<file path="config.mk">
export PLATFORM = sky130hd
export DESIGN_NAME = pipe_bus_arbiter
export DESIGN_NICKNAME = d
export VERILOG_FILES = /design/src/rtl/parb_pkg.sv /design/src/rtl/parb_level_regs.sv /design/src/rtl/parb_lru.sv /design/src/rtl/parb_tenure_cnt.sv /design/src/rtl/pipe_bus_arbiter.sv
export SDC_FILE = /design/constraint.sdc
export NUM_CORES = 1
export LEC_CHECK = 0
export CAP_MARGIN = 0
export CORE_AREA = 3 3 67 69
export CTS_CLUSTER_DIAMETER = 120
export DETAILED_ROUTE_END_ITERATION = 8
export DIE_AREA = 0 0 70 72
export DONT_BUFFER_PORTS = 1
export PLACE_DENSITY_LB_ADDON = 0.3
export RECOVER_POWER = 50
export SYNTH_ARGS = -nofsm -noshare
export SYNTH_HDL_FRONTEND = slang
export SYNTH_SLANG_ARGS = --single-unit
</file>
<file path="constraint.sdc">
create_clock -name clk -period 15.4 [get_ports clk]
set_input_delay 1.54 -clock clk [delete_from_list [all_inputs] [get_ports clk]]
set_output_delay 1.54 -clock clk [all_outputs]
set_load 0.03 [all_outputs]
</file>
<file path="src/rtl/parb_pkg.sv">
// Package: shared types for the pipelined bus arbiter.
// Assumes: no state; only encodings used by several modules.
package parb_pkg;

    // Idle-time grant policy; the reserved code behaves as no parking.
    typedef enum logic [1:0] {
        PARK_OFF   = 2'b00,
        PARK_FIXED = 2'b01,
        PARK_LAST  = 2'b10,
        PARK_RSVD  = 2'b11
    } park_mode_e;

endpackage

</file>
<file path="src/rtl/parb_level_regs.sv">
// Module: parb_level_regs
// Registers the effective priority level of each master. Each master's
// level comes from its programmable field when its enable bit is set, and
// from the build-time default otherwise.
// Assumes: the programmable inputs are static or change synchronously;
// the registered copy is what arbitration uses one clock later.
module parb_level_regs #(
    parameter int                           N_MASTERS  = 4,
    parameter int                           LVL_W      = 2,
    parameter logic [N_MASTERS*LVL_W-1:0]   DEF_LEVELS = '0
) (
    input  logic                        clk,
    input  logic                        rst_n,
    input  logic [N_MASTERS-1:0]        prio_en_i,
    input  logic [N_MASTERS*LVL_W-1:0]  prio_lvl_i,
    output logic [N_MASTERS*LVL_W-1:0]  lvl_o
);

    for (genvar m = 0; m < N_MASTERS; m++) begin : g_lvl
        logic [LVL_W-1:0] lvl_q;

        // Capture the selected level source for master m.
        always_ff @(posedge clk) begin
            if (!rst_n)
                lvl_q <= DEF_LEVELS[m*LVL_W +: LVL_W];
            else if (prio_en_i[m])
                lvl_q <= prio_lvl_i[m*LVL_W +: LVL_W];
            else
                lvl_q <= DEF_LEVELS[m*LVL_W +: LVL_W];
        end

        assign lvl_o[m*LVL_W +: LVL_W] = lvl_q;
    end

endmodule

</file>
<file path="src/rtl/parb_lru.sv">
// Module: parb_lru
// Least-recently-granted ordering kept as a pairwise age matrix: bit
// (i*N+j) set means master i was granted less recently than master j.
// Picks the oldest candidate combinationally; moves the updated master to
// most-recent at the clock edge.
// Assumes: upd_i is one-hot or zero; the matrix stays a total order.
module parb_lru #(
    parameter int N_MASTERS = 4
) (
    input  logic                  clk,
    input  logic                  rst_n,
    input  logic [N_MASTERS-1:0]  cand_i,
    input  logic [N_MASTERS-1:0]  upd_i,
    output logic [N_MASTERS-1:0]  pick_o
);

    localparam int NN = N_MASTERS * N_MASTERS;

    // Reset order: a lower index counts as older than a higher index.
    function automatic logic [NN-1:0] init_order();
        logic [NN-1:0] v;
        v = '0;
        for (int i = 0; i < N_MASTERS; i++)
            for (int j = 0; j < N_MASTERS; j++)
                if (i < j) v[i*N_MASTERS + j] = 1'b1;
        return v;
    endfunction

    localparam logic [NN-1:0] INIT_ORDER = init_order();

    logic [NN-1:0] older_q;

    // Move the granted master to the most-recent end of the order.
    always_ff @(posedge clk) begin
        if (!rst_n) begin
            older_q <= INIT_ORDER;
        end else if (|upd_i) begin
            for (int i = 0; i < N_MASTERS; i++) begin
                for (int j = 0; j < N_MASTERS; j++) begin
                    if (i != j) begin
                        if (upd_i[i])
                            older_q[i*N_MASTERS + j] <= 1'b0;
                        else if (upd_i[j])
                            older_q[i*N_MASTERS + j] <= 1'b1;
                    end
                end
            end
        end
    end

    // Select the candidate that is older than every other candidate.
    always_comb begin
        for (int i = 0; i < N_MASTERS; i++) begin
            pick_o[i] = cand_i[i];
            for (int j = 0; j < N_MASTERS; j++) begin
                if (j != i && cand_i[j] && !older_q[i*N_MASTERS + j])
                    pick_o[i] = 1'b0;
            end
        end
    end

endmodule

</file>
<file path="src/rtl/parb_tenure_cnt.sv">
// Module: parb_tenure_cnt
// Counts outstanding address tenures between start and completion pulses,
// saturating at 0 and MAX_OUT. Exposes both the registered count and the
// count that will hold after this edge.
// Assumes: the bus never completes a tenure that was not started.
module parb_tenure_cnt #(
    parameter int MAX_OUT = 2,
    localparam int CW = $clog2(MAX_OUT + 1)
) (
    input  logic          clk,
    input  logic          rst_n,
    input  logic          start_i,
    input  logic          done_i,
    output logic [CW-1:0] cnt_o,
    output logic [CW-1:0] cnt_next_o,
    output logic          full_next_o
);

    localparam logic [CW-1:0] CMAX = CW'(MAX_OUT);

    logic [CW-1:0] cnt_q;

    // Next count from this cycle's start and completion pulses.
    always_comb begin
        cnt_next_o = cnt_q;
        if (start_i && !done_i && cnt_q != CMAX)
            cnt_next_o = cnt_q + 1'b1;
        else if (done_i && !start_i && cnt_q != '0)
            cnt_next_o = cnt_q - 1'b1;
    end

    // Hold the outstanding count.
    always_ff @(posedge clk) begin
        if (!rst_n) cnt_q <= '0;
        else        cnt_q <= cnt_next_o;
    end

    assign cnt_o       = cnt_q;
    assign full_next_o = (cnt_next_o == CMAX);

endmodule

</file>
<file path="src/rtl/pipe_bus_arbiter.sv">
// Module: pipe_bus_arbiter (top)
// Address-bus arbiter: priority by level, lowest index among ties above 0,
// LRU rotation with one tenure each at level 0, a continuing grant for the
// holder, a gap cycle after each tenure start, a one-level address
// pipeline limit, and three idle parking policies.
// Assumes: tenure_start_i is raised by the granted master only; grants are
// registered, so the output reflects the previous cycle's inputs.
module pipe_bus_arbiter
    import parb_pkg::*;
#(
    parameter int                          N_MASTERS       = 4,
    parameter int                          LVL_W           = 2,
    parameter int                          MAX_OUTSTANDING = 2,
    parameter logic [N_MASTERS*LVL_W-1:0]  DEF_LEVELS      = '0,
    localparam int IDX_W = (N_MASTERS > 1) ? $clog2(N_MASTERS) : 1,
    localparam int CW    = $clog2(MAX_OUTSTANDING + 1)
) (
    input  logic                        clk,
    input  logic                        rst_n,
    input  logic [N_MASTERS-1:0]        req_i,
    output logic [N_MASTERS-1:0]        gnt_o,
    input  logic                        tenure_start_i,
    input  logic                        tenure_done_i,
    input  logic                        addr_retry_i,
    input  logic [N_MASTERS-1:0]        prio_en_i,
    input  logic [N_MASTERS*LVL_W-1:0]  prio_lvl_i,
    input  logic [1:0]                  park_mode_i,
    input  logic [IDX_W-1:0]            park_sel_i
);

    localparam logic [N_MASTERS-1:0] ONE_HOT0 = N_MASTERS'(1);

    logic [N_MASTERS*LVL_W-1:0] lvl_flat;
    logic [LVL_W-1:0]           lvl      [N_MASTERS];
    logic [CW-1:0]              out_cnt;
    logic [CW-1:0]              out_cnt_nxt;
    logic                       blocked;

    logic [N_MASTERS-1:0]       gnt_q, gnt_d;
    logic [IDX_W-1:0]           last_q;
    logic                       gap_q;
    logic                       used_q;

    logic                       any_req;
    logic [LVL_W-1:0]           top_lvl;
    logic [N_MASTERS-1:0]       tie_mask;
    logic [N_MASTERS-1:0]       low_pick;
    logic [N_MASTERS-1:0]       lru_cand;
    logic [N_MASTERS-1:0]       lru_pick;
    logic                       holder_live;
    logic [IDX_W-1:0]           holder_idx;
    logic [IDX_W-1:0]           gnt_d_idx;
    logic                       hold_ok;
    park_mode_e                 park_mode;

    parb_level_regs #(
        .N_MASTERS  (N_MASTERS),
        .LVL_W      (LVL_W),
        .DEF_LEVELS (DEF_LEVELS)
    ) u_levels (
        .clk        (clk),
        .rst_n      (rst_n),
        .prio_en_i  (prio_en_i),
        .prio_lvl_i (prio_lvl_i),
        .lvl_o      (lvl_flat)
    );

    parb_tenure_cnt #(
        .MAX_OUT     (MAX_OUTSTANDING)
    ) u_cnt (
        .clk         (clk),
        .rst_n       (rst_n),
        .start_i     (tenure_start_i),
        .done_i      (tenure_done_i),
        .cnt_o       (out_cnt),
        .cnt_next_o  (out_cnt_nxt),
        .full_next_o (blocked)
    );

    parb_lru #(
        .N_MASTERS (N_MASTERS)
    ) u_lru (
        .clk    (clk),
        .rst_n  (rst_n),
        .cand_i (lru_cand),
        .upd_i  (gnt_d),
        .pick_o (lru_pick)
    );

    // Unpack the flat level vector into one entry per master.
    always_comb begin
        for (int m = 0; m < N_MASTERS; m++)
            lvl[m] = lvl_flat[m*LVL_W +: LVL_W];
    end

    // Find the top requesting level and the requesters tied at it.
    always_comb begin
        any_req = |req_i;
        top_lvl = '0;
        for (int m = 0; m < N_MASTERS; m++)
            if (req_i[m] && lvl[m] > top_lvl) top_lvl = lvl[m];
        for (int m = 0; m < N_MASTERS; m++)
            tie_mask[m] = req_i[m] && (lvl[m] == top_lvl);
    end

    // Lowest-index member of the tied set.
    always_comb begin
        low_pick = '0;
        for (int m = N_MASTERS - 1; m >= 0; m--)
            if (tie_mask[m]) low_pick = ONE_HOT0 << m;
    end

    // Only level-0 ties go to the LRU rotation.
    assign lru_cand = (top_lvl == '0) ? tie_mask : '0;

    // Decode the current holder from the registered grant.
    always_comb begin
        holder_live = |gnt_q;
        holder_idx  = '0;
        for (int m = 0; m < N_MASTERS; m++)
            if (gnt_q[m]) holder_idx = IDX_W'(m);
    end

    // Holder continues: requesting, at the top level, no retry, and at
    // level 0 only until its single tenure has started.
    always_comb begin
        hold_ok = holder_live && req_i[holder_idx] &&
                  (lvl[holder_idx] == top_lvl) && !addr_retry_i &&
                  ((top_lvl != '0) || !used_q);
    end

    assign park_mode = park_mode_e'(park_mode_i);

    // Next grant: pipeline limit, gap hold, arbitration, then parking.
    always_comb begin
        gnt_d = '0;
        if (blocked) begin
            gnt_d = '0;
        end else if (gap_q && holder_live && !addr_retry_i) begin
            gnt_d = gnt_q;
        end else if (any_req) begin
            if (hold_ok)
                gnt_d = gnt_q;
            else if (top_lvl != '0)
                gnt_d = low_pick;
            else
                gnt_d = lru_pick;
        end else begin
            case (park_mode)
                PARK_FIXED: gnt_d = ONE_HOT0 << park_sel_i;
                PARK_LAST:  gnt_d = ONE_HOT0 << last_q;
                default:    gnt_d = '0;
            endcase
        end
    end

    // Index of the next grant, for the last-granted record.
    always_comb begin
        gnt_d_idx = '0;
        for (int m = 0; m < N_MASTERS; m++)
            if (gnt_d[m]) gnt_d_idx = IDX_W'(m);
    end

    // Grant register and the holder's per-tenure bookkeeping.
    always_ff @(posedge clk) begin
        if (!rst_n) begin
            gnt_q  <= '0;
            last_q <= '0;
            gap_q  <= 1'b0;
            used_q <= 1'b0;
        end else begin
            gnt_q <= gnt_d;
            gap_q <= tenure_start_i && holder_live;
            if (|gnt_d)
                last_q <= gnt_d_idx;
            if (gnt_d != gnt_q)
                used_q <= 1'b0;
            else if (tenure_start_i && holder_live)
                used_q <= 1'b1;
        end
    end

    assign gnt_o = gnt_q;

endmodule

</file>
== Yosys cells after proc, flatten, opt, wreduce, memory -nomap -nowiden ==
Index checks and enable logic that the tools add are counted.
Word-level totals
  register bits after elaboration: 30
  input port bits: 25
  logic and storage cells: 164
Operators by class
  add/sub/neg operators: 2
  $lt $le $gt $ge: 6
  eq/ne operators: 10
  shift-type cells: 2
  muxes and demuxes: 56
  bitwise operators: 2
  reductions and logical operators: 71
Operators by type and width (number)
  4-bit two-way mux: 10
  1-bit logical AND: 31
  1-bit two-way mux: 31
  2-bit two-way mux: 12
  2-bit AND reduction: 10
  1-bit logical NOT: 16
  2-bit nonzero test: 8
  4-bit OR reduction: 3
  2-bit == test: 5
  4-bit case mux with 2 select lines: 1
  1-bit by 2-bit << shifter with 4-bit output (first input constant): 2
  2-bit > comparator: 3
  2-bit binary-select mux with 2-bit select: 1
  2-bit == test (second input constant): 2
  4-bit inequality test: 1
  3-bit >= comparator (second input constant): 1
  2-bit by 3-bit less-than comparator with 1-bit output (second input constant): 1
  2-bit inverter with 3-bit output: 1
  2-bit by 1-bit adder with 2-bit output (second input constant): 1
  1-bit binary-select mux with 2-bit select: 1
  2-bit by 1-bit == test with 1-bit output (second input constant): 1
  2-bit by 1-bit > comparator with 1-bit output (second input constant): 1
  2-bit logical NOT: 1
  2-bit inequality test (second input constant): 1
  other kinds (4): 4

== Logic depth before layout (Yosys ltp) ==
Gate-level depths: netlist of run 1.
  depth in word-level cells: 27
  gate-level depth with buffers: 27
  mapped depth without buffers: 26

== Modules after synthesis ==
From an unflattened synthesis of run 1, not the netlist that was laid out.
Second synthesis, totals
  cell total of the unflattened synthesis: 304
  area total of the unflattened synthesis: 2502.4 um2
Modules (own cells, without submodules)
  pipe_bus_arbiter: times used 1, cells an instance 214, area each 1605.3 um2
  parb_lru: times used 1, cells an instance 52, area each 484.2 um2
  parb_level_regs: times used 1, cells an instance 16, area each 210.2 um2
  parb_tenure_cnt: times used 1, cells an instance 22, area each 202.7 um2

== Least setup slack after synthesis of run 1 ==
No wires, ideal clock.
  path kind: input-to-reg
  start: in req_i[0]
  end: reg last_q[1]
  setup time: 0.127 ns
  arrival: 6.546 ns
  path slack: 8.727 ns
  stages: 27
  cells stage by stage: and2_4 -> inv_1 -> ha_1 -> nor2b_1 -> o21ai_2 -> mux2i_2 -> inv_1 -> ha_1 -> nand3_1 -> a21oi_1 -> a31oi_2 -> nand2_1 -> nor2_1 -> a21oi_1 -> ha_1 -> a21boi_2 -> o21ai_2 -> buf_2 -> nand2_1 -> a21oi_1 -> o311ai_0 -> a211oi_1 -> a22o_1 -> a211o_1 -> a221oi_2 -> nor4_1 -> or3_1
On the way
  word-level cells in the longest chain between the ends: 25
  elaborated cells on any way between the ends: 67
Ends and longest elaborated chain
  start, declared: RTL line pipe_bus_arbiter.sv:20  | input logic [N_MASTERS-1:0] req_i,
  1-bit logical AND: RTL line pipe_bus_arbiter.sv:101  | if (req_i[m] && lvl[m] > top_lvl) top_lvl = lvl[m];
  2-bit two-way mux: RTL line pipe_bus_arbiter.sv:101
  2-bit > comparator: RTL line pipe_bus_arbiter.sv:101
  1-bit logical AND: RTL line pipe_bus_arbiter.sv:101
  2-bit two-way mux: RTL line pipe_bus_arbiter.sv:101
  2-bit > comparator: RTL line pipe_bus_arbiter.sv:101
  1-bit logical AND: RTL line pipe_bus_arbiter.sv:101
  2-bit two-way mux: RTL line pipe_bus_arbiter.sv:101
  [6 not listed]
  1-bit logical AND: RTL line parb_lru.sv:56  | if (j != i && cand_i[j] && !older_q[i*N_MASTERS + j])
  1-bit two-way mux (3 in a row): RTL line parb_lru.sv:56
  4-bit two-way mux: RTL line pipe_bus_arbiter.sv:144  | else if (top_lvl != '0)
  4-bit two-way mux: RTL line pipe_bus_arbiter.sv:142  | if (hold_ok)
  4-bit two-way mux (*): RTL line pipe_bus_arbiter.sv:141  | end else if (any_req) begin
  4-bit two-way mux (*): RTL line pipe_bus_arbiter.sv:139  | end else if (gap_q && holder_live && !addr_retry_i) begin
  4-bit two-way mux (*): RTL line pipe_bus_arbiter.sv:137  | if (blocked) begin
  2-bit two-way mux (2 in a row): RTL line pipe_bus_arbiter.sv:161  | if (gnt_d[m]) gnt_d_idx = IDX_W'(m);
  end signal, assigned: RTL line pipe_bus_arbiter.sv:175  | last_q <= gnt_d_idx;
  end, declared: RTL line pipe_bus_arbiter.sv:40  | logic [IDX_W-1:0] last_q;
Mark *: on every way between the ends. The rest lies on a longest branch, timed or not. The select of a mux whose other input is x is not followed.
A chain may end at the register's enable or synchronous reset.

== Worst setup path in the final report of run 1 ==
Ends and elaborated chain as after synthesis.

==> flow_summary_export.csv, run 1 <==
group,metric,value,unit
status,status,"finished with violations",
status,failed_checks,"max-capacitance violations, max-slew violations",
synthesis,synth_top_area_share,25.5,%
finish,filler_cell_count_in_the_final_layout,352,
route,num_vias,2340,
synthesis,async_reset_ff_share,0,%
die,die_x,70,µm
timing,final_worst_hold_slack,0.480,ns
finish,multiInputGateArea,0.00165,mm²
finish,final_layout_size_suffix_gt1_share,9.43,%
critical_path,worst-endpoint-arrival,8.83,ns
timing,rsz_0062_raised_after_global_routing,"no",
critical_path,cp_data_required_time,15.57,ns
clock_tree,worst_setup_hold_path_clk_slew,0.07,ns
synthesis,synth_compound_area_share,29.3,%
timing,finClkSkew,0.00752,ns
flow_run,cap_viol_max_count,1,
critical_path,start_kind,"input pin",
route,detail_route.wl_per_cell,17.7,µm
critical_path,launch_point_of_the_worst_reg_to_reg_path,"u_levels.g_lvl[0].lvl_q[1]",
die,floorplan.core_area,0.00397,mm²
clock_tree,clockRootBuffer,"sky130_fd_sc_hd__clkbuf_8",
timing,layout_worst_path_cycle_share,56.2,%
global_routing,grt_max_degree,19,
clock_tree,postCtsSetupRepairBufs,0,
global_routing,grt_overflow_total,0,
timing,post-route-worst-setup-slack,6.74,ns
synthesis,share_of_synthesized_area_occupied_by_flip_flops_and_latches,25.5,%
clock_tree,cts_buffers,5,
die,initial_utilization,59.3,%
route,drtIter0Drc,240,
global_routing,groute.usage.overall,25.1,%
synthesis,yosysWarningCount,0,
synthesis,yosys.area_share.simple,28.1,%
power,post-layout-total-power,0.334,mW
die,design.portCount,29,
synthesis,combinational_family_with_the_most_area_after_synthesis,"compound AO/OA/AOI/OAI gates",
finish,nNetsFinal,329,
timing,setup_violations,0,
placement,globalplace.congestion,1.09,
placement,place.detailed.hpwl,4690,µm
synthesis,synth_xor_area_share,2.98,%
placement,buffer_ports.inserted,0,
route,postRouteAntennaNets,0,
critical_path,critPathCaptureType,"flop",
global_routing,grt_pass1_vias,2146,
synthesis,synth.cell_area,0.00235,mm²
die,die_y,72,µm
clock_tree,clock_latency_on_the_worst_skew_pair,0.29,ns
synthesis,synth-edff-count,0,
clock_tree,number_of_gates_resized_after_cts,0,
synthesis,synth_fa_ha_area_share,4.25,%
placement,place_inst,339,
power,power.static_leakage,0.975,nW
global_routing,global_route_wire_length_before_repair,10300,µm
timing,min_period,8.66,ns
route,detailedRoute.firstPassIterationCount,5,
timing,setup_tns,0,ns
route,drc_errors,0,
finish,fin_cells,347,
synthesis,synthesis.area_per_instance,7.90,µm²
global_routing,antenna_found_initial,0,
synthesis,synth.distinct_cells,73,
critical_path,cp_max_fo,16,
timing,drv_slew,17,
synthesis,synth.ff_latch_count,30,
clock_tree,tritoncts_clock_tree,"built",
route,routed_via_density,6.74,
synthesis,post_synth_inst_count,298,
synthesis,synthDominantAreaCellType,"sky130_fd_sc_hd__dfxtp_1",
critical_path,critical_path.startpoint,"req_i[0]",
finish,layout_commonest_cell,"sky130_fd_sc_hd__nor2_1",
synthesis,yosys-mux-area-fraction,5.53,%
clock_tree,cts_buffer_depth,2,
clock_tree,htreeDepth,2,
clock_tree,ctsHoldBuffers,0,
min_path,hold_path_startpoint,"u_lru.older_q[14]",
synthesis,synth_ff_type,"sky130_fd_sc_hd__dfxtp_1",
finish,layout.area.seq,601,µm²
route,postRouteWirelength,6160,µm
finish,insertedDiodeCount,0,
die,total_die_area,0.00504,mm²
critical_path,path_class,"in -> reg",
timing,slew_headroom,-26.6,%
clock_tree,clock_sink_count,30,
power,powerDensity,135,mW/mm²
placement,dp_worst_setup_slack,7.72,ns
timing,report.final.hold_viol_count,0,
min_path,hold_path_class,"reg -> reg",
timing,fmaxAchievable,116,MHz
synthesis,synth.net_count,331,
die,core.rowCount,23,
finish,syn2layout_area_growth,4.78,%
synthesis,synth_top_cells_by_area,"sky130_fd_sc_hd__dfxtp_1, sky130_fd_sc_hd__nor2_1, sky130_fd_sc_hd__ha_1",
finish,most-common-layout-cells,"sky130_fd_sc_hd__nor2_1, sky130_fd_sc_hd__dfxtp_1, sky130_fd_sc_hd__nand2_1",
timing,slew_of_the_pin_with_the_lowest_slew_margin,1.88,ns
power,peakVddDrop,0.117,mV
[cells in the mapped netlist, types with 2 or more instances]
library cell and instances:
sky130_fd_sc_hd__or3b_2 2, sky130_fd_sc_hd__and2_1 7, sky130_fd_sc_hd__or2_1 2, sky130_fd_sc_hd__or4_1 2, sky130_fd_sc_hd__inv_1 16, sky130_fd_sc_hd__and3_1 12, sky130_fd_sc_hd__nor2b_1 3, sky130_fd_sc_hd__dfxtp_1 30
sky130_fd_sc_hd__o311ai_0 2, sky130_fd_sc_hd__xnor2_1 7, sky130_fd_sc_hd__a21oi_1 17, sky130_fd_sc_hd__nand3_1 6, sky130_fd_sc_hd__o31a_1 2, sky130_fd_sc_hd__o21ai_2 2, sky130_fd_sc_hd__nor2_1 31, sky130_fd_sc_hd__a22oi_1 3
sky130_fd_sc_hd__nand2_1 18, sky130_fd_sc_hd__o21a_1 6, sky130_fd_sc_hd__nor3_1 15, sky130_fd_sc_hd__buf_2 3, sky130_fd_sc_hd__o22ai_1 3, sky130_fd_sc_hd__clkbuf_1 6, sky130_fd_sc_hd__nand2b_1 4, sky130_fd_sc_hd__a31oi_1 4
sky130_fd_sc_hd__o21ai_0 11, sky130_fd_sc_hd__a32oi_1 2, sky130_fd_sc_hd__nand4_1 2, sky130_fd_sc_hd__a21boi_2 3, sky130_fd_sc_hd__a211oi_1 3, sky130_fd_sc_hd__nor4_1 5, sky130_fd_sc_hd__mux2i_1 9, sky130_fd_sc_hd__ha_1 8
sky130_fd_sc_hd__a2bb2oi_1 3, sky130_fd_sc_hd__o211ai_1 6, sky130_fd_sc_hd__nand3b_1 5
[through the flow]
stage / utilization (%) / area, µm²
6_report: 62.1 / 2470
5_1_grt: 62.1 / 2470
4_1_cts: 62.3 / 2470
3_5_place_dp: 59.9 / 2380
3_3_place_gp: 59.9 / 2380
2_1_floorplan: - / 2350
[critical path, stage by stage]
cell and delay, ns:
sky130_fd_sc_hd__and2_4 0.14, sky130_fd_sc_hd__inv_1 0.07, sky130_fd_sc_hd__ha_1 0.30, sky130_fd_sc_hd__nor2b_1 0.17, sky130_fd_sc_hd__o21ai_2 0.30, sky130_fd_sc_hd__mux2i_1 0.63, sky130_fd_sc_hd__inv_1 0.14, sky130_fd_sc_hd__ha_1 0.38
sky130_fd_sc_hd__nand3_1 0.12, sky130_fd_sc_hd__a21oi_1 0.10, sky130_fd_sc_hd__a31oi_2 0.31, sky130_fd_sc_hd__nand2_1 0.21, sky130_fd_sc_hd__a21oi_1 0.20, sky130_fd_sc_hd__ha_1 0.16, sky130_fd_sc_hd__nor2b_1 0.05, sky130_fd_sc_hd__o21ai_0 1.41
sky130_fd_sc_hd__nor2_1 0.28, sky130_fd_sc_hd__o311ai_0 0.55, sky130_fd_sc_hd__a211oi_1 0.18, sky130_fd_sc_hd__a22o_1 0.26, sky130_fd_sc_hd__a211o_1 0.36, sky130_fd_sc_hd__a221oi_2 0.53, sky130_fd_sc_hd__nor4_1 0.08, sky130_fd_sc_hd__or3_1 0.35
[final timing paths]
check | slack (ns) | endpoint | cells past startpoint
min reg2reg | 0.48 | u_lru.older_q[14] | 2
max | 6.74 | last_q[1] | 24
min | 0.48 | u_lru.older_q[14] | 2
max reg2reg | 7.44 | last_q[1] | 24
[layout make-up]
cell class / count / share of cell area [%]
Multi-Input combinational cell: 242 / 66.7
Sequential cell: 30 / 24.3
Clock buffer: 6 / 3.35
Inverter: 17 / 2.59
Tap cell: 50 / 2.54
Clock inverter: 2 / 0.507
[routing by layer]
metal	share of wire, %	global-route usage, %	vias up	wire, µm
met5	0	0	-	0
met4	1.2	8.30	0	74
met3	8.2	5.12	13	507
met2	45	38.1	121	2800
met1	45	35.8	1091	2780
li1	-	-	1115	-
[power breakdown]
part | internal [mW] | total (mW) | switching, mW
Clock | 0.0358 | 0.0668 | 0.0310
Sequential | 0.100 | 0.128 | 0.0281
Combinational | 0.0614 | 0.139 | 0.0771
Total | 0.197 | 0.334 | 0.136
[flip-flops by register name, summed over array words and instances (netlist names)]
| name | cells |
|---|---|
| used_q | 1 |
| last_q | 2 |
| gap_q | 1 |
| u_lru.older_q | 12 |
| u_cnt.cnt_o | 2 |
| gnt_o | 4 |
| u_levels.g_lvl.lvl_q | 8 |
[cell families (layout without fill, tap and decap cells)]
logic type	after synthesis	after routing
mux	12	12
simple gates	123	123
flops	30	30
buf+inv	26	25
fa+ha+maj	8	8
compound gates	91	91
xor+xnor	8	8
No activity file was read; power rests on OpenSTA's default activity.
==> inputs of run 2 (changes only) <==
--- a/config.mk
+++ b/config.mk
@@ -6,10 +6,10 @@
 export NUM_CORES = 1
 export LEC_CHECK = 0
 export CAP_MARGIN = 0
-export CORE_AREA = 3 3 67 69
+export CORE_AREA = 3 3 68 70
 export CTS_CLUSTER_DIAMETER = 120
 export DETAILED_ROUTE_END_ITERATION = 8
-export DIE_AREA = 0 0 70 72
+export DIE_AREA = 0 0 71 73
 export DONT_BUFFER_PORTS = 1
 export PLACE_DENSITY_LB_ADDON = 0.3
 export RECOVER_POWER = 50
==> constraint.sdc (replaced) <==
create_clock -name clk -period 7.72 [get_ports clk]
set_input_delay 0.772 -clock clk [delete_from_list [all_inputs] [get_ports clk]]
set_output_delay 0.772 -clock clk [all_outputs]
set_load 0.03 [all_outputs]
==> run 2 against run 1 <==
  * The flow now finishes without violations
  * Count of clock-buffer cells in the layout unchanged
  * Die area increased by 2.8%
  * Final cell count unchanged
  * Hold slack got worse by 0.0034 ns
  * Sequential share of layout area about the same
==> flow_summary_export.csv, run 2 (synthesis gave the netlist of run 1 again) <==
group,metric,value,unit
global_routing,antenna_found_initial,0,
timing,slew_headroom,39.0,%
die,core.rowCount,23,
flow_run,cap_viol_max_count,0,
power,peakVddDrop,0.178,mV
critical_path,worst-endpoint-arrival,6.97,ns
finish,syn2layout_area_growth,4.84,%
die,floorplan.core_area,0.00403,mm²
critical_path,crit-reg2reg-capture,"last_q[0]",
clock_tree,clock_latency_on_the_worst_skew_pair,0.29,ns
die,design.portCount,29,
finish,layout.area.seq,601,µm²
global_routing,groute.usage.overall,24.0,%
die,total_die_area,0.00518,mm²
route,postRouteWirelength,6100,µm
finish,most-common-layout-cells,"sky130_fd_sc_hd__nor2_1, sky130_fd_sc_hd__dfxtp_1, sky130_fd_sc_hd__nand2_1",
critical_path,launch_point_of_the_worst_reg_to_reg_path,"u_levels.g_lvl[0].lvl_q[1]",
critical_path,start_kind,"flop",
global_routing,grt_max_degree,19,
global_routing,grt_pass1_vias,2076,
global_routing,grt_overflow_total,0,
placement,place.detailed.hpwl,4640,µm
finish,nNetsFinal,329,
die,die_y,73,µm
critical_path,worst-r2r-setup-slack,0.93,ns
placement,buffer_ports.inserted,0,
timing,rsz_0062_raised_after_global_routing,"no",
route,detailedRoute.firstPassIterationCount,4,
finish,insertedDiodeCount,0,
timing,min_period,6.79,ns
finish,filler_cell_count_in_the_final_layout,356,
route,routed_via_density,6.61,
timing,final_worst_hold_slack,0.476,ns
clock_tree,ctsHoldBuffers,0,
timing,slew_of_the_pin_with_the_lowest_slew_margin,0.909,ns
clock_tree,htreeDepth,2,
clock_tree,cts_buffer_depth,2,
clock_tree,tritoncts_clock_tree,"built",
timing,layout_worst_path_cycle_share,88.0,%
global_routing,global_route_wire_length_before_repair,9960,µm
timing,drv_slew,0,
timing,setup_tns,0,ns
power,powerDensity,270,mW/mm²
die,die_x,71,µm
route,detail_route.wl_per_cell,17.6,µm
timing,fmaxAchievable,147,MHz
timing,setup_violations,0,
die,initial_utilization,58.4,%
status,status,"completed",
critical_path,cp_data_required_time,7.89,ns
timing,report.final.hold_viol_count,0,
clock_tree,clockRootBuffer,"sky130_fd_sc_hd__clkbuf_8",
critical_path,reg2regPathDepth,25,
min_path,hold_path_startpoint,"u_lru.older_q[12]",
route,postRouteAntennaNets,0,
finish,flip_flop_count_of_the_largest_register_after_layout,12,
clock_tree,cts_buffers,5,
route,num_vias,2294,
finish,final_layout_size_suffix_gt1_share,9.76,%
clock_tree,clock_sink_count,30,
critical_path,cp_max_fo,16,
timing,finClkSkew,0.0109,ns
critical_path,critical_path.startpoint,"u_levels.g_lvl[0].lvl_q[1]",
clock_tree,number_of_gates_resized_after_cts,0,
critical_path,path_class,"reg -> reg",
power,power.static_leakage,0.969,nW
clock_tree,worst_setup_hold_path_clk_slew,0.07,ns
critical_path,cp-endpoint,"last_q[0]",
finish,regMostFlops,"u_lru.older_q",
placement,globalplace.congestion,0.980,
route,drtIter0Drc,257,
route,drc_errors,0,
finish,layout_commonest_cell,"sky130_fd_sc_hd__nor2_1",
clock_tree,postCtsSetupRepairBufs,0,
critical_path,critPathCaptureType,"flop",
min_path,hold_path_class,"reg -> reg",
finish,multiInputGateArea,0.00165,mm²
-- run 2: metrics by stage --
stage | setup slack (ns) | cell area (µm²) | utilization (%) | total power [mW] | cells
after floorplan | 1.82 | 2350 | - | 0.473 | 298
after global placement | 0.992 | 2380 | 59.1 | 0.529 | 339
after detailed placement | 0.996 | 2380 | 59.1 | 0.531 | 339
after CTS | 1.24 | 2470 | 61.4 | 0.664 | 347
after global routing | 0.475 | 2470 | 61.3 | 0.710 | 347
final | 0.926 | 2470 | 61.3 | 0.666 | 347
-- run 2: power by group --
group          total (mW)  switching [mW]  internal, mW
combinational       0.275           0.154         0.121
clock               0.133          0.0618        0.0715
sequential          0.257          0.0576         0.200
total               0.666           0.273         0.393
-- run 2: how the worst min path moves through the flow --
stage                        end  depth (start not counted)  slack [ns]
2_1_floorplan  u_lru.older_q[13]                          2        0.44
3_3_place_gp   u_lru.older_q[12]                          2        0.46
3_5_place_dp   u_lru.older_q[12]                          2        0.47
4_1_cts        u_lru.older_q[12]                          2        0.48
5_1_grt        u_lru.older_q[14]                          2        0.51
6_report       u_lru.older_q[12]                          2        0.48
-- run 2: routing by layer --
layer	up-vias	part of all wire, %	GRT usage (%)
li1	1113	-	-
met1	1053	45	33.9
met2	113	43	33.8
met3	15	9.4	7.44
met4	0	2.6	9.39
met5	-	0	0
-- run 2: worst max-delay path, stage by stage, from the launching register on --
cell	delay, ns
sky130_fd_sc_hd__dfxtp_1	0.45
sky130_fd_sc_hd__and2_4	0.22
sky130_fd_sc_hd__inv_1	0.07
sky130_fd_sc_hd__ha_1	0.29
sky130_fd_sc_hd__nor2b_1	0.17
sky130_fd_sc_hd__o21ai_2	0.31
sky130_fd_sc_hd__mux2i_2	0.48
sky130_fd_sc_hd__inv_1	0.12
sky130_fd_sc_hd__ha_1	0.36
sky130_fd_sc_hd__nand3_1	0.11
sky130_fd_sc_hd__a21oi_1	0.09
sky130_fd_sc_hd__a31oi_2	0.28
sky130_fd_sc_hd__nand2_1	0.20
sky130_fd_sc_hd__a21oi_1	0.18
sky130_fd_sc_hd__ha_1	0.15
sky130_fd_sc_hd__nor2b_1	0.06
sky130_fd_sc_hd__o21ai_2	0.53
sky130_fd_sc_hd__nor3_1	0.13
sky130_fd_sc_hd__a21oi_1	0.28
sky130_fd_sc_hd__a31oi_1	0.16
sky130_fd_sc_hd__a22oi_1	0.28
sky130_fd_sc_hd__nor3b_1	0.27
sky130_fd_sc_hd__a21oi_1	0.14
sky130_fd_sc_hd__a311oi_1	0.79
sky130_fd_sc_hd__nor2_1	0.18
sky130_fd_sc_hd__a221o_1	0.38
-- run 2: cell type report --
class	instances	area share, %
Tap cell	50	2.53
Clock buffer	6	3.35
Inverter	17	2.58
Multi-Input combinational cell	242	66.7
Clock inverter	2	0.507
Sequential cell	30	24.3
==> inputs of run 3 (changes only) <==
--- a/config.mk
+++ b/config.mk
@@ -7,6 +7,7 @@
 export LEC_CHECK = 0
 export CAP_MARGIN = 0
 export CORE_AREA = 3 3 68 70
+export CTS_BUF_LIST = sky130_fd_sc_hd__clkbuf_16
 export CTS_CLUSTER_DIAMETER = 120
 export DETAILED_ROUTE_END_ITERATION = 8
 export DIE_AREA = 0 0 71 73
==> run 3 against run 2 <==
  * Clock power is 39% higher
  * Final cell count stayed put
  * Global-route usage is 0.48 points higher
  * Via count is 2.9% higher
  * Setup slack worse by 0.041 ns
  * Wire length is 2.3% higher
  * Sequential cell count stayed put
  * Hold slack worse by 0.0047 ns
  * Count of clock-buffer cells in the layout is 1 lower
  * Critical path type unchanged
  * Critical endpoint is now last_q[1]
==> flow_summary_export.csv, run 3 (synthesis gave the netlist of run 1 again) <==
group,metric,value,unit
critical_path,worst-endpoint-arrival,6.99,ns
route,drc_errors,0,
status,status,"completed",
clock_tree,postCtsSetupRepairBufs,0,
min_path,hold_path_class,"reg -> reg",
finish,final_layout_size_suffix_gt1_share,9.43,%
clock_tree,htreeDepth,2,
route,postRouteAntennaNets,0,
critical_path,worst_path_most_repeated_cell,"sky130_fd_sc_hd__ha_1",
placement,buffer_ports.inserted,0,
route,postRouteWirelength,6240,µm
timing,slew_of_the_pin_with_the_lowest_slew_margin,0.864,ns
clock_tree,cts_buffer_depth,2,
critical_path,critPathCaptureType,"flop",
finish,syn2layout_area_growth,6.91,%
power,netSwitchingPower,0.282,mW
finish,filler_cell_count_in_the_final_layout,350,
timing,post-route-worst-setup-slack,0.885,ns
power,powerDensity,287,mW/mm²
die,floorplan.core_area,0.00403,mm²
clock_tree,clock_sink_count,30,
clock_tree,ctsHoldBuffers,0,
critical_path,crit_family,"compound AO/OA/AOI/OAI gates",
timing,drv_slew,0,
critical_path,path_class,"reg -> reg",
global_routing,grt_max_degree,19,
clock_tree,number_of_gates_resized_after_cts,0,
timing,fmaxAchievable,146,MHz
power,power.share.sequential,35.7,%
die,total_die_area,0.00518,mm²
timing,slew_headroom,41.9,%
die,die_y,73,µm
power,share_comb_of_total_power,38.8,%
placement,globalplace.congestion,0.980,
route,detailedRoute.firstPassIterationCount,5,
critical_path,cp_data_required_time,7.87,ns
route,routed_via_density,6.80,
power,power.share.switching,39.1,%
finish,flip_flop_count_of_the_largest_register_after_layout,12,
timing,finClkSkew,0.00738,ns
critical_path,start_kind,"flop",
global_routing,global_route_wire_length_before_repair,10200,µm
power,post-layout-total-power,0.722,mW
route,drtIter0Drc,262,
timing,layout_worst_path_cycle_share,88.5,%
finish,most-common-layout-cells,"sky130_fd_sc_hd__nor2_1, sky130_fd_sc_hd__dfxtp_1, sky130_fd_sc_hd__nand2_1",
placement,place.detailed.hpwl,4640,µm
route,detail_route.wl_per_cell,18.0,µm
clock_tree,tritoncts_clock_tree,"built",
timing,report.final.hold_viol_count,0,
finish,insertedDiodeCount,0,
timing,min_period,6.84,ns
power,power.static_leakage,0.995,nW
placement,dp_worst_setup_slack,0.996,ns
clock_tree,worst_setup_hold_path_clk_slew,0.05,ns
finish,regMostFlops,"u_lru.older_q",
finish,layout_commonest_cell,"sky130_fd_sc_hd__nor2_1",
global_routing,groute.usage.overall,24.5,%
clock_tree,clock_latency_on_the_worst_skew_pair,0.28,ns
timing,setup_tns,0,ns
global_routing,grt_pass1_vias,2121,
die,core.rowCount,23,
critical_path,critPathSlowestCell,"sky130_fd_sc_hd__mux2i_1",
power,power.internal,0.440,mW
finish,multiInputGateArea,0.00165,mm²
clock_tree,clockRootBuffer,"sky130_fd_sc_hd__clkbuf_16",
critical_path,cp_max_fo,16,
timing,setup_violations,0,
flow_run,cap_viol_max_count,0,
critical_path,timing.critical_path.buf_inv,2,
die,design.portCount,29,
global_routing,antenna_found_initial,0,
route,num_vias,2361,
timing,rsz_0062_raised_after_global_routing,"no",
die,die_x,71,µm
power,peakVddDrop,0.219,mV
die,initial_utilization,58.4,%
finish,layout.area.seq,601,µm²
global_routing,grt_overflow_total,0,
clock_tree,cts_buffers,5,
power,clockPowerShare,25.6,%
finish,nNetsFinal,329,
critical_path,timing.critical_path.slowest_cell_delay,0.63,ns
[run 3: cell type report]
type | count | share of cell area (%)
clock buffer | 5 | 4.97
clock inverter | 3 | 0.646
inverter | 17 | 2.53
multi-input combinational | 242 | 65.5
sequential | 30 | 23.9
tap | 50 | 2.49
[run 3: path summary, 6_finish.rpt]
check             slack, ns  cells past startpoint                end                       start
hold reg to reg        0.47                      2  u_lru.older_q[12]           u_lru.older_q[12]
setup / recovery       0.88                     25          last_q[1]  u_levels.g_lvl[0].lvl_q[1]
setup reg to reg       0.88                     25          last_q[1]  u_levels.g_lvl[0].lvl_q[1]
hold / removal         0.47                      2  u_lru.older_q[12]           u_lru.older_q[12]
[run 3: routing by layer]
layer  track usage (%)  routed length [µm]  vias up
met1              34.4                2670     1058
li1                  -                   -     1116
met3              6.75                 744       26
met4              9.39                 195        0
met2              35.4                2630      161
met5                 0                   0        -
[run 3: worst reg2reg max path, delay by kind of cell (launching register included)]
family	cells	cell delay [ns]
AO/OA/AOI/OAI	10	3.02
AND/OR/NAND/NOR	9	1.58
adder cells (fa/ha/maj)	3	0.82
multiplexers	1	0.63
flip-flops	1	0.45
buffers and inverters	2	0.21
[run 3: power groups by stage]
| stage | clock (mW) | combinational, mW | sequential (mW) |
|---|---|---|---|
| floorplan | 0 | 0.236 | 0.237 |
| global route | 0.193 | 0.311 | 0.262 |
| detailed placement | 0 | 0.272 | 0.259 |
| finish | 0.185 | 0.280 | 0.257 |
| global placement | 0 | 0.271 | 0.258 |
| CTS | 0.187 | 0.275 | 0.256 |
[run 3: stage by stage]
stage,area [µm²],instances,util (%),hold slack (ns)
finish,2520,347,62.5,0.472
floorplan,2350,298,-,0.441
detailed placement,2380,339,59.1,0.466
global placement,2380,339,59.1,0.456
CTS,2520,347,62.6,0.475
global route,2520,347,62.5,0.502
